### config.mk
export PLATFORM = sky130hd
export DESIGN_NAME = uart_rx_tagged
export DESIGN_NICKNAME = d
export VERILOG_FILES = /design/src/rtl/urx_pkg.sv /design/src/rtl/urx_sampler.sv /design/src/rtl/urx_buffer.sv /design/src/rtl/uart_rx_tagged.sv
export SDC_FILE = /design/constraint.sdc
export NUM_CORES = 1
export LEC_CHECK = 0
export ABC_AREA = 1
export BUFFER_PORTS_ARGS = -buffer_cell sky130_fd_sc_hd__buf_4
export CAP_MARGIN = 20
export CORE_AREA = 2 2 210 212
export CTS_CLUSTER_DIAMETER = 50
export DETAILED_ROUTE_END_ITERATION = 6
export DIE_AREA = 0 0 212 214
export GPL_TIMING_DRIVEN = 0
export PLACE_DENSITY = 0.36
export SLEW_MARGIN = 20
export SYNTH_ARGS = -nofsm -noshare
export SYNTH_HDL_FRONTEND = slang
export SYNTH_HIERARCHICAL = 1
export SYNTH_SLANG_ARGS = --single-unit
### constraint.sdc
create_clock -name clk -period 2.15 [get_ports clk]
set_input_delay 0.3225 -clock clk [delete_from_list [all_inputs] [get_ports clk]]
set_output_delay 0.3225 -clock clk [all_outputs]
set_load 0.05 [all_outputs]
### src/rtl/urx_pkg.sv
package urx_pkg;

  typedef struct packed {
    logic       brk;
    logic       fe;
    logic       pe;
    logic [7:0] data;
  } rx_entry_t;

  // index of the last data bit: 4..7
  function automatic logic [2:0] last_bit(input logic [1:0] wl);
    return {1'b0, wl} + 3'd4;
  endfunction

  // shifted-in bits sit at the top of the register; move them down
  function automatic logic [7:0] justify(input logic [7:0] sh, input logic [1:0] wl);
    return sh >> (2'd3 - wl);
  endfunction

  function automatic logic xor_all(input logic [7:0] d);
    return ^d;
  endfunction

  function automatic logic [4:0] trig_level(input logic [1:0] sel);
    case (sel)
      2'd0:    return 5'd1;
      2'd1:    return 5'd4;
      2'd2:    return 5'd8;
      default: return 5'd14;
    endcase
  endfunction

endpackage

### src/rtl/urx_sampler.sv
module urx_sampler
  import urx_pkg::*;
(
  input  logic      clk,
  input  logic      rst_n,
  input  logic      tick,
  input  logic      rx,
  input  logic [1:0] word_len,
  input  logic [1:0] parity_mode,
  output logic      done,
  output rx_entry_t ent
);

  typedef enum logic [2:0] {S_IDLE, S_START, S_DATA, S_PAR, S_STOP, S_HOLD} st_t;

  st_t        st;
  logic [3:0] cnt;
  logic [2:0] bidx;
  logic [7:0] sh;
  logic       pbit, seen_high;
  logic       rx_m, rx_s;

  logic mid, par_en, par_odd;
  logic start_ok, start_glitch, frame_done;
  rx_entry_t frame_ent;

  assign mid      = (cnt == 4'hF);
  assign par_en   = (parity_mode == 2'd1) || (parity_mode == 2'd2);
  assign par_odd  = (parity_mode == 2'd2);
  assign start_ok     = tick && (st == S_START) && (cnt == 4'd7) && !rx_s;
  assign start_glitch = tick && (st == S_START) && (cnt == 4'd7) && rx_s;
  assign frame_done   = tick && (st == S_STOP) && mid;

  always_comb begin
    frame_ent.data = justify(sh, word_len);
    frame_ent.pe   = par_en && (pbit != (xor_all(frame_ent.data) ^ par_odd));
    frame_ent.fe   = !rx_s;
    frame_ent.brk  = !seen_high && !rx_s;
  end

  always_ff @(posedge clk or negedge rst_n) begin
    if (!rst_n) begin
      rx_m <= 1'b1;
      rx_s <= 1'b1;
    end else begin
      rx_m <= rx;
      rx_s <= rx_m;
    end
  end

  always_ff @(posedge clk or negedge rst_n) begin
    if (!rst_n) begin
      st <= S_IDLE; cnt <= '0; bidx <= '0; sh <= '0;
      pbit <= 1'b0; seen_high <= 1'b0; done <= 1'b0; ent <= '0;
    end else begin
      done <= 1'b0;
      if (tick) begin
        case (st)
          S_IDLE: if (!rx_s) begin st <= S_START; cnt <= '0; end
          S_START: begin
            if (start_ok) begin
              st <= S_DATA; cnt <= '0; bidx <= '0; seen_high <= 1'b0;
            end else if (start_glitch) st <= S_IDLE;
            else cnt <= cnt + 4'd1;
          end
          S_DATA: begin
            cnt <= cnt + 4'd1;
            if (mid) begin
              sh <= {rx_s, sh[7:1]};
              seen_high <= seen_high | rx_s;
              if (bidx == last_bit(word_len)) st <= par_en ? S_PAR : S_STOP;
              else bidx <= bidx + 3'd1;
            end
          end
          S_PAR: begin
            cnt <= cnt + 4'd1;
            if (mid) begin
              pbit <= rx_s; seen_high <= seen_high | rx_s; st <= S_STOP;
            end
          end
          S_STOP: begin
            cnt <= cnt + 4'd1;
            if (frame_done) begin
              done <= 1'b1; ent <= frame_ent;
              st <= rx_s ? S_IDLE : S_HOLD;
            end
          end
          S_HOLD:  if (rx_s) st <= S_IDLE;
          default: st <= S_IDLE;
        endcase
      end
    end
  end


  stop_origin_chk: assert property (@(posedge clk) disable iff (!rst_n)
    done |-> $past(st == S_STOP));

  brk_zero_chk: assert property (@(posedge clk) disable iff (!rst_n)
    (done && ent.brk) |-> (ent.data == 8'd0 && ent.fe));

  glitch_idle_chk: assert property (@(posedge clk) disable iff (!rst_n)
    start_glitch |=> !done);

endmodule

### src/rtl/urx_buffer.sv
module urx_buffer
  import urx_pkg::*;
#(
  parameter int DEPTH = 16,
  localparam int AW = $clog2(DEPTH),
  localparam int CW = $clog2(DEPTH + 1)
) (
  input  logic          clk,
  input  logic          rst_n,
  input  logic          fifo_on,
  input  logic          push,
  input  rx_entry_t     wdata,
  input  logic          pop,
  input  logic          status_rd,
  output rx_entry_t     head,
  output logic [CW-1:0] count,
  output logic          push_ok,
  output logic          overrun
);

  rx_entry_t     mem [DEPTH];
  logic [AW-1:0] wptr, rptr;
  logic [CW-1:0] cap;
  logic          pop_ok, push_drop;

  assign cap       = fifo_on ? CW'(DEPTH) : CW'(1);
  assign push_ok   = push && (count < cap);
  assign push_drop = push && !(count < cap);
  assign pop_ok    = pop && (count != '0);
  assign head      = mem[rptr];

  always_ff @(posedge clk) begin
    if (push_ok) mem[wptr] <= wdata;
  end

  always_ff @(posedge clk or negedge rst_n) begin
    if (!rst_n) begin
      wptr <= '0; rptr <= '0; count <= '0; overrun <= 1'b0;
    end else begin
      if (push_ok) wptr <= wptr + AW'(1);
      if (pop_ok)  rptr <= rptr + AW'(1);
      count <= count + CW'(push_ok) - CW'(pop_ok);
      if (push_drop)      overrun <= 1'b1;
      else if (status_rd) overrun <= 1'b0;
    end
  end


  no_overflow_chk: assert property (@(posedge clk) disable iff (!rst_n)
    count <= cap);

  overrun_set_chk: assert property (@(posedge clk) disable iff (!rst_n)
    push_drop |=> overrun);

  empty_pop_chk: assert property (@(posedge clk) disable iff (!rst_n)
    (pop && count == '0 && !push) |=> count == '0);

endmodule

### src/rtl/uart_rx_tagged.sv
module uart_rx_tagged
  import urx_pkg::*;
#(
  parameter int DEPTH = 16,
  localparam int CW = $clog2(DEPTH + 1)
) (
  input  logic          clk,
  input  logic          rst_n,
  input  logic          sample_tick,
  input  logic          rx,
  input  logic [1:0]    word_len,
  input  logic [1:0]    parity_mode,
  input  logic          fifo_on,
  input  logic [1:0]    trig_sel,
  input  logic          irq_en,
  input  logic          rd_data,
  input  logic          rd_status,
  output logic [7:0]    rx_char,
  output logic          rx_pe,
  output logic          rx_fe,
  output logic          rx_brk,
  output logic [CW-1:0] rx_count,
  output logic          overrun,
  output logic          irq
);

  logic          char_done, push_ok;
  rx_entry_t     new_ent, head;
  logic [CW-1:0] thr;
  logic          irq_cond;

  urx_sampler u_sampler (
    .clk(clk), .rst_n(rst_n), .tick(sample_tick), .rx(rx),
    .word_len(word_len), .parity_mode(parity_mode),
    .done(char_done), .ent(new_ent)
  );

  urx_buffer #(.DEPTH(DEPTH)) u_buffer (
    .clk(clk), .rst_n(rst_n), .fifo_on(fifo_on),
    .push(char_done), .wdata(new_ent), .pop(rd_data), .status_rd(rd_status),
    .head(head), .count(rx_count), .push_ok(push_ok), .overrun(overrun)
  );

  assign thr      = CW'(trig_level(trig_sel));
  assign irq_cond = fifo_on ? (rx_count >= thr) : (rx_count != '0);
  assign irq      = irq_en && irq_cond;

  assign rx_char = head.data;
  assign rx_pe   = head.pe;
  assign rx_fe   = head.fe;
  assign rx_brk  = head.brk;


  hold_irq_rise_chk: assert property (@(posedge clk) disable iff (!rst_n)
    (!fifo_on && irq_en && push_ok) |=> irq);

  hold_irq_fall_chk: assert property (@(posedge clk) disable iff (!rst_n)
    (!fifo_on && rd_data && rx_count == CW'(1) && !char_done) |=> !irq);

  trig_irq_rise_chk: assert property (@(posedge clk) disable iff (!rst_n)
    (fifo_on && irq_en && $stable(trig_sel) && push_ok && !rd_data
     && rx_count == thr - CW'(1)) |=> irq);

  irq_gate_chk: assert property (@(posedge clk) disable iff (!rst_n)
    !irq_en |-> !irq);

endmodule

Word-level counts from Yosys, hierarchy flattened:

Memories as Yosys holds them, arrays and structs flattened.
Cells that the tools add are included.

* RAM bits: 176
* memories: 1
* flip-flop bits (word level): 48
* input bits: 14
* output and inout bits: 18

* shift operators: 1
* multiplexer cells: 32
* equality and inequality tests: 24
* reduce and logical (&&, ||, !) cells: 33
* $lt $le $gt $ge: 2
* $add $sub $neg: 8
* bitwise operators: 2

Memories
* u_buffer.mem: words 16, width 11, rd ports 1, clocked after Yosys merged registers in 0, write ports 1, line urx_buffer.sv:21 `rx_entry_t mem [DEPTH];`

Operators with widths (count)
* 2-to-1 mux 3 bit: 13
* case mux 4 bit (3 select lines): 2
* case mux 3 bit (6 select lines): 1
* inequality test 2 x 1 -> 1 bit (second input constant): 7
* adder 4 x 1 -> 4 bit (second input constant): 3
* logical AND 1 bit: 12
* 2-to-1 mux 4 bit: 3
* 2-to-1 mux 1 bit: 10
* AND reduction 3 bit: 3
* AND reduction 4 bit: 2
* AND reduction 8 bit: 1
* parity 8 bit: 1
* right shift 8 x 2 -> 8 bit: 1
* equality test 3 x 2 -> 1 bit (second input constant): 2
* equality test 3 bit (second input constant): 2
* case mux 3 bit (2 select lines): 1
* nonzero test 2 bit: 3
* adder 5 x 1 -> 5 bit: 1
* greater-or-equal comparator 5 bit: 1
* less-than comparator 5 bit: 1
* 2-to-1 mux 5 bit: 1
* AND reduction 5 bit: 1
* nonzero test 5 bit: 1
* subtractor 5 x 1 -> 5 bit: 1
* other kinds (23): 28

Depth between registers and ports, before layout:

* word-level depth: 7
* mapped depth: 14
* gate-level depth less buffers: 13

Modules after synthesis:

The synthesis kept the hierarchy.

By module, submodules not included
* urx_buffer: area an instance 8485.6 um2, seq. area each 5635.4 um2, cells each 829, times used 1
* urx_sampler: area an instance 1991.9 um2, seq. area each 853.3 um2, cells each 283, times used 1
* uart_rx_tagged: area an instance 161.4 um2, seq. area each 0.0 um2, cells each 33, times used 1

Least setup slack after synthesis:

No wires, ideal clock.

* path type: register to register
* from: register u_buffer.count[1]
* to: memory u_buffer/mem[13][0] (netlist bit), enable pin
* clock period less this slack: 2780 ps
* slack: -630 ps
* library setup time: 393 ps
* data required time: 1757 ps
* arrival: 2387 ps
* cell stages (with the launch flop): 9
* path through: dfrtp_1 inv_1 ha_1 nand2_1 nor2_1 nand2_1 nand3_1 buf_2 nor3_1

* cells in the longest elaborated chain, start to end: 4

Ends and longest elaborated chain
* start: declaration: line urx_buffer.sv:16 `output logic [CW-1:0] count,`
* start signal: assignment: line urx_buffer.sv:42 `count <= count + CW'(push_ok) - CW'(pop_ok);`
* less-than comparator 5 bit: line urx_buffer.sv:27 `assign push_ok = push && (count < cap);`
* logical AND 1 bit: line urx_buffer.sv:27
* 2-to-1 mux 1 bit: line urx_buffer.sv:33 `if (push_ok) mem[wptr] <= wdata;`
* 2-to-1 mux 1 bit (not written as such): line urx_buffer.sv:33
* end: declaration: line urx_buffer.sv:21

Every way passes these cells.

Worst setup path after layout:

* from: register u_buffer.rptr[0]
* to: output rx_char[7]

* cells in the longest elaborated chain, start to end: 1

Ends and longest elaborated chain
* start: declaration: line urx_buffer.sv:22 `logic [AW-1:0] wptr, rptr;`
* start signal: assignment: line urx_buffer.sv:41 `if (pop_ok) rptr <= rptr + AW'(1);`
* memory read (16 x 11 bit)
* end: declaration: line uart_rx_tagged.sv:18 `output logic [7:0] rx_char,`

Every way passes these cells.

==> results.md <==
* Port bufs at 29
* Internal at 10.9 mW
* Standard-cell row count at 76
* Failing checks: negative setup slack
* Clock buffer depth at 3
* Vias after detailed routing at 7,910
* GRT Residual Overflow at 0
* Remaining antenna violation count after routing at 0
* CP Launch Type: flop
* Die X at 212 microns
* WS Path Type: reg2out
* Clk_lat worst skew at 0.55 ns
* Clock share of power at 30.6%
* Slew headroom at 37.3%
* Post-synth cell types at 33
* Crit Path Max Fanout at 6
* P_leak at 6.56 nW
* Count of pins over their slew limit at 0
* Syn_area_per_cell at 9.29 sq um
* Average wire per standard cell at 17.8 microns
* Reg2reg setup slack at -0.09 ns
* Final routed DRC violation total at 0
* Synthesized cell area at 10,600 sq um
* Slowest stage delay, CP at 0.41 ns
* Sw frac at 39.1%
* Outcome: finished with violations
* Fin nets at 1,295
* Worst Setup End Kind: output pin
* Final setup fails at 13
* Post-synthesis register bit count at 224
* Core area at 42,900 sq um
* TritonCTS Buffers at 35
* Area after DPL at 11,800 sq um
* RSZ-0062 raised after global routing: true
* Final period utilization at 113%
* CP Cell Sequence: buf_6, inv_8, buf_12, buf_12, nand2_1, nand3_1, nand3_2, nand3_2, nand2_4, buf_8
* IO Pins at 32
* Hold EP: u_sampler/st[1]$_DFFE_PN0P_
* Die Height at 214 microns
* Fmax at 412 MHz
* Final-report hold violation count at 0
* Reg-to-reg critical path endpoint: u_buffer/count[4]$_DFF_PN0_
* Clk slew on worst S/H paths at 0.06 ns
* Die area at 45,400 sq um
* First-pass GRT wire length at 49,300 microns
* Synth warnings at 6
* Post-synthesis cell count at 1,145
* Register area share after synthesis at 61.0%
* CTS sink cnt at 224
* Final worst path period need at 2.42 ns
* Pre-CTS setup slack at -0.624 ns
* Routability congestion estimate at 0.769
* Hold depth at 5
* First-pass DRT Iterations at 5
* R2r worst-path depth at 14
* Cell area after layout at 14,400 sq um
* Post-synth net total at 1,181
* Least-Margin Pin Slew at 0.941 ns
* Pwr dens at 1250 nW/um^2
* Initial antenna violation count at 0
* Drt initial violations at 423
* Max Cap Viol at 0
* Flop pwr share at 27.4%
* Worst Path Required at 1.83 ns
* Starting Density at 24.8%
* Class of the worst hold path: in2reg
* Worst Slack Setup Final at -0.275 ns
* Slowest CP cell: dfrtp_1
* Skew final at 0.0358 ns
* Setup_tns at -2.74 ns
* P_sw at 7.01 mW
* CTS Root Cell: clkbuf_16
* Min-delay src: sample_tick
* GRT Resource Usage Total at 14.8%
* CTS H-tree lvls at 2
* Peak supply drop at 0.673 mV
* R2R Path Start: u_buffer/count[2]$_DFF_PN0_
* Share of cells above drive strength 1 at 24.0%
* Final HPWL DP at 21,000 microns
* Crit path DAT at 2.10 ns
* Layout area overhead at 35.0%
* Pin count of the biggest net entering global routing at 49
* Via density at 4.23
* Diodes inserted at 0
* Logic pwr share at 42.1%
* CTS tree: built
* Vias in the first global route at 7,490
* Drt total wl at 33,200 microns
[repair_timing]
item,in CTS,in global routing
hold buffers,3,0
hold endpoints to repair,48,0
gates resized for setup,177,32
pin swaps,47,16
gates cloned,4,3
buffers inserted,31,7
setup endpoints to repair,190,189
[area by class of cell]
type,instances,area (sq um)
Fill cell,4390,28500
Timing Repair inverter,1,6.26
Multi-Input combinational cell,679,3780
Timing Repair Buffer,76,981
Clock buffer,40,916
Inverter,197,767
Sequential cell,224,6490
Clock inverter,21,201
Buffer,45,484
Tap cell,585,732
[placed cells by master, fill, tap and decap left out, types with 10 or more instances in the layout]
cell / n
buf_12: 23
buf_2: 11
buf_4: 40
buf_6: 21
buf_8: 16
clkbuf_16: 39
dfrtp_1: 41
edfxtp_1: 176
ha_1: 15
inv_1: 184
nand2_1: 348
nand2_2: 29
nand3_1: 122
nand3_2: 45
nor2_1: 20
nor3_4: 16
o21ai_0: 29
xor2_1: 10
[state kept, by name (all words and copies together), names as in the netlist, 3 cells and up]
signal / flops
u_sampler/st: 3
u_sampler/ent: 11
u_buffer/wptr: 4
u_sampler/cnt: 4
u_buffer/rptr: 4
u_sampler/bidx: 3
u_buffer/mem: 176
u_sampler/sh: 8
u_buffer/count: 5
[metal layers]
metal,vias up,track usage (%),wire [microns]
met5,-,0,0
met4,0,3.76,614
li1,3926,-,-
met3,39,2.71,1520
met2,159,23.4,15200
met1,3786,20.9,15800
[worst max-delay path by stage]
| stage | from | to | slack, ns | cells after the start |
|---|---|---|---|---|
| CTS | u_buffer/rptr[0]$_DFFE_PN0P_ | rx_char[7] | -0.28 | 10 |
| global placement | fifo_on | u_buffer/mem[10][5]$_DFFE_PP_ | -0.72 | 9 |
| detailed placement | fifo_on | u_buffer/mem[7][4]$_DFFE_PP_ | -0.62 | 9 |
| finish | u_buffer/rptr[0]$_DFFE_PN0P_ | rx_char[7] | -0.27 | 10 |
| global route | u_buffer/rptr[0]$_DFFE_PN0P_ | rx_char[7] | -0.34 | 11 |
| floorplan | u_buffer/count[3]$_DFF_PN0_ | u_buffer/count[4]$_DFF_PN0_ | -0.14 | 13 |
[cells in the mapped netlist (all sizes together)]
cell type | instances | area (sq um)
nand2 | 382 | 1440
inv | 197 | 742
edfxtp | 176 | 5290
nand3 | 169 | 846
dfrtp | 46 | 1150
buf | 43 | 241
o21ai | 36 | 188
nor2 | 24 | 103
ha | 21 | 263
nor3 | 19 | 100
xor2 | 10 | 87.6
a21oi | 9 | 52.6
clkbuf | 2 | 7.51
dfstp | 2 | 52.6
nand4 | 2 | 12.5
or2 | 2 | 12.5
a211oi | 1 | 12.5
fa | 1 | 20.0
nand3b | 1 | 7.51
o211ai | 1 | 7.51
xnor2 | 1 | 8.76
[critical path, delay by kind of cell, from the launching register on]
kind	cells	cell delay, ns
flip-flops	1	0.41
buffers and inverters	5	0.68
AND/OR/NAND/NOR	5	0.45
[cells by family (layout without fill, tap and decap cells)]
family,after synthesis,after routing,share of synthesized area [%]
simple gates,599,599,23.7
xor+xnor,11,11,0.906
compound gates,47,47,2.45
buf+inv,242,380,9.31
fa+ha+maj,22,22,2.66
flops,224,224,61.0
[power by group through the flow]
| stage | clock (mW) | combinational, mW | sequential [mW] |
|---|---|---|---|
| finish | 5.48 | 7.54 | 4.91 |
| global route | 5.88 | 8.09 | 4.93 |
| CTS | 5.68 | 7.37 | 4.90 |
| detailed placement | 0 | 5.65 | 5.04 |
| global placement | 0 | 5.66 | 5.04 |
| floorplan | 0 | 3.44 | 5.15 |
[metrics by stage]
stage          instances  total power, mW  hold slack [ns]  utilization (%)
6_report            1868             17.9            0.205             33.5
5_1_grt             1868             18.9            0.201             33.5
4_1_cts             1858             18.0            0.175             32.9
3_5_place_dp        1759             10.7            0.351             27.5
3_3_place_gp        1759             10.7            0.350             27.4
2_1_floorplan       1145             8.60           0.0269                -
No activity file was read; power rests on OpenSTA's default activity.
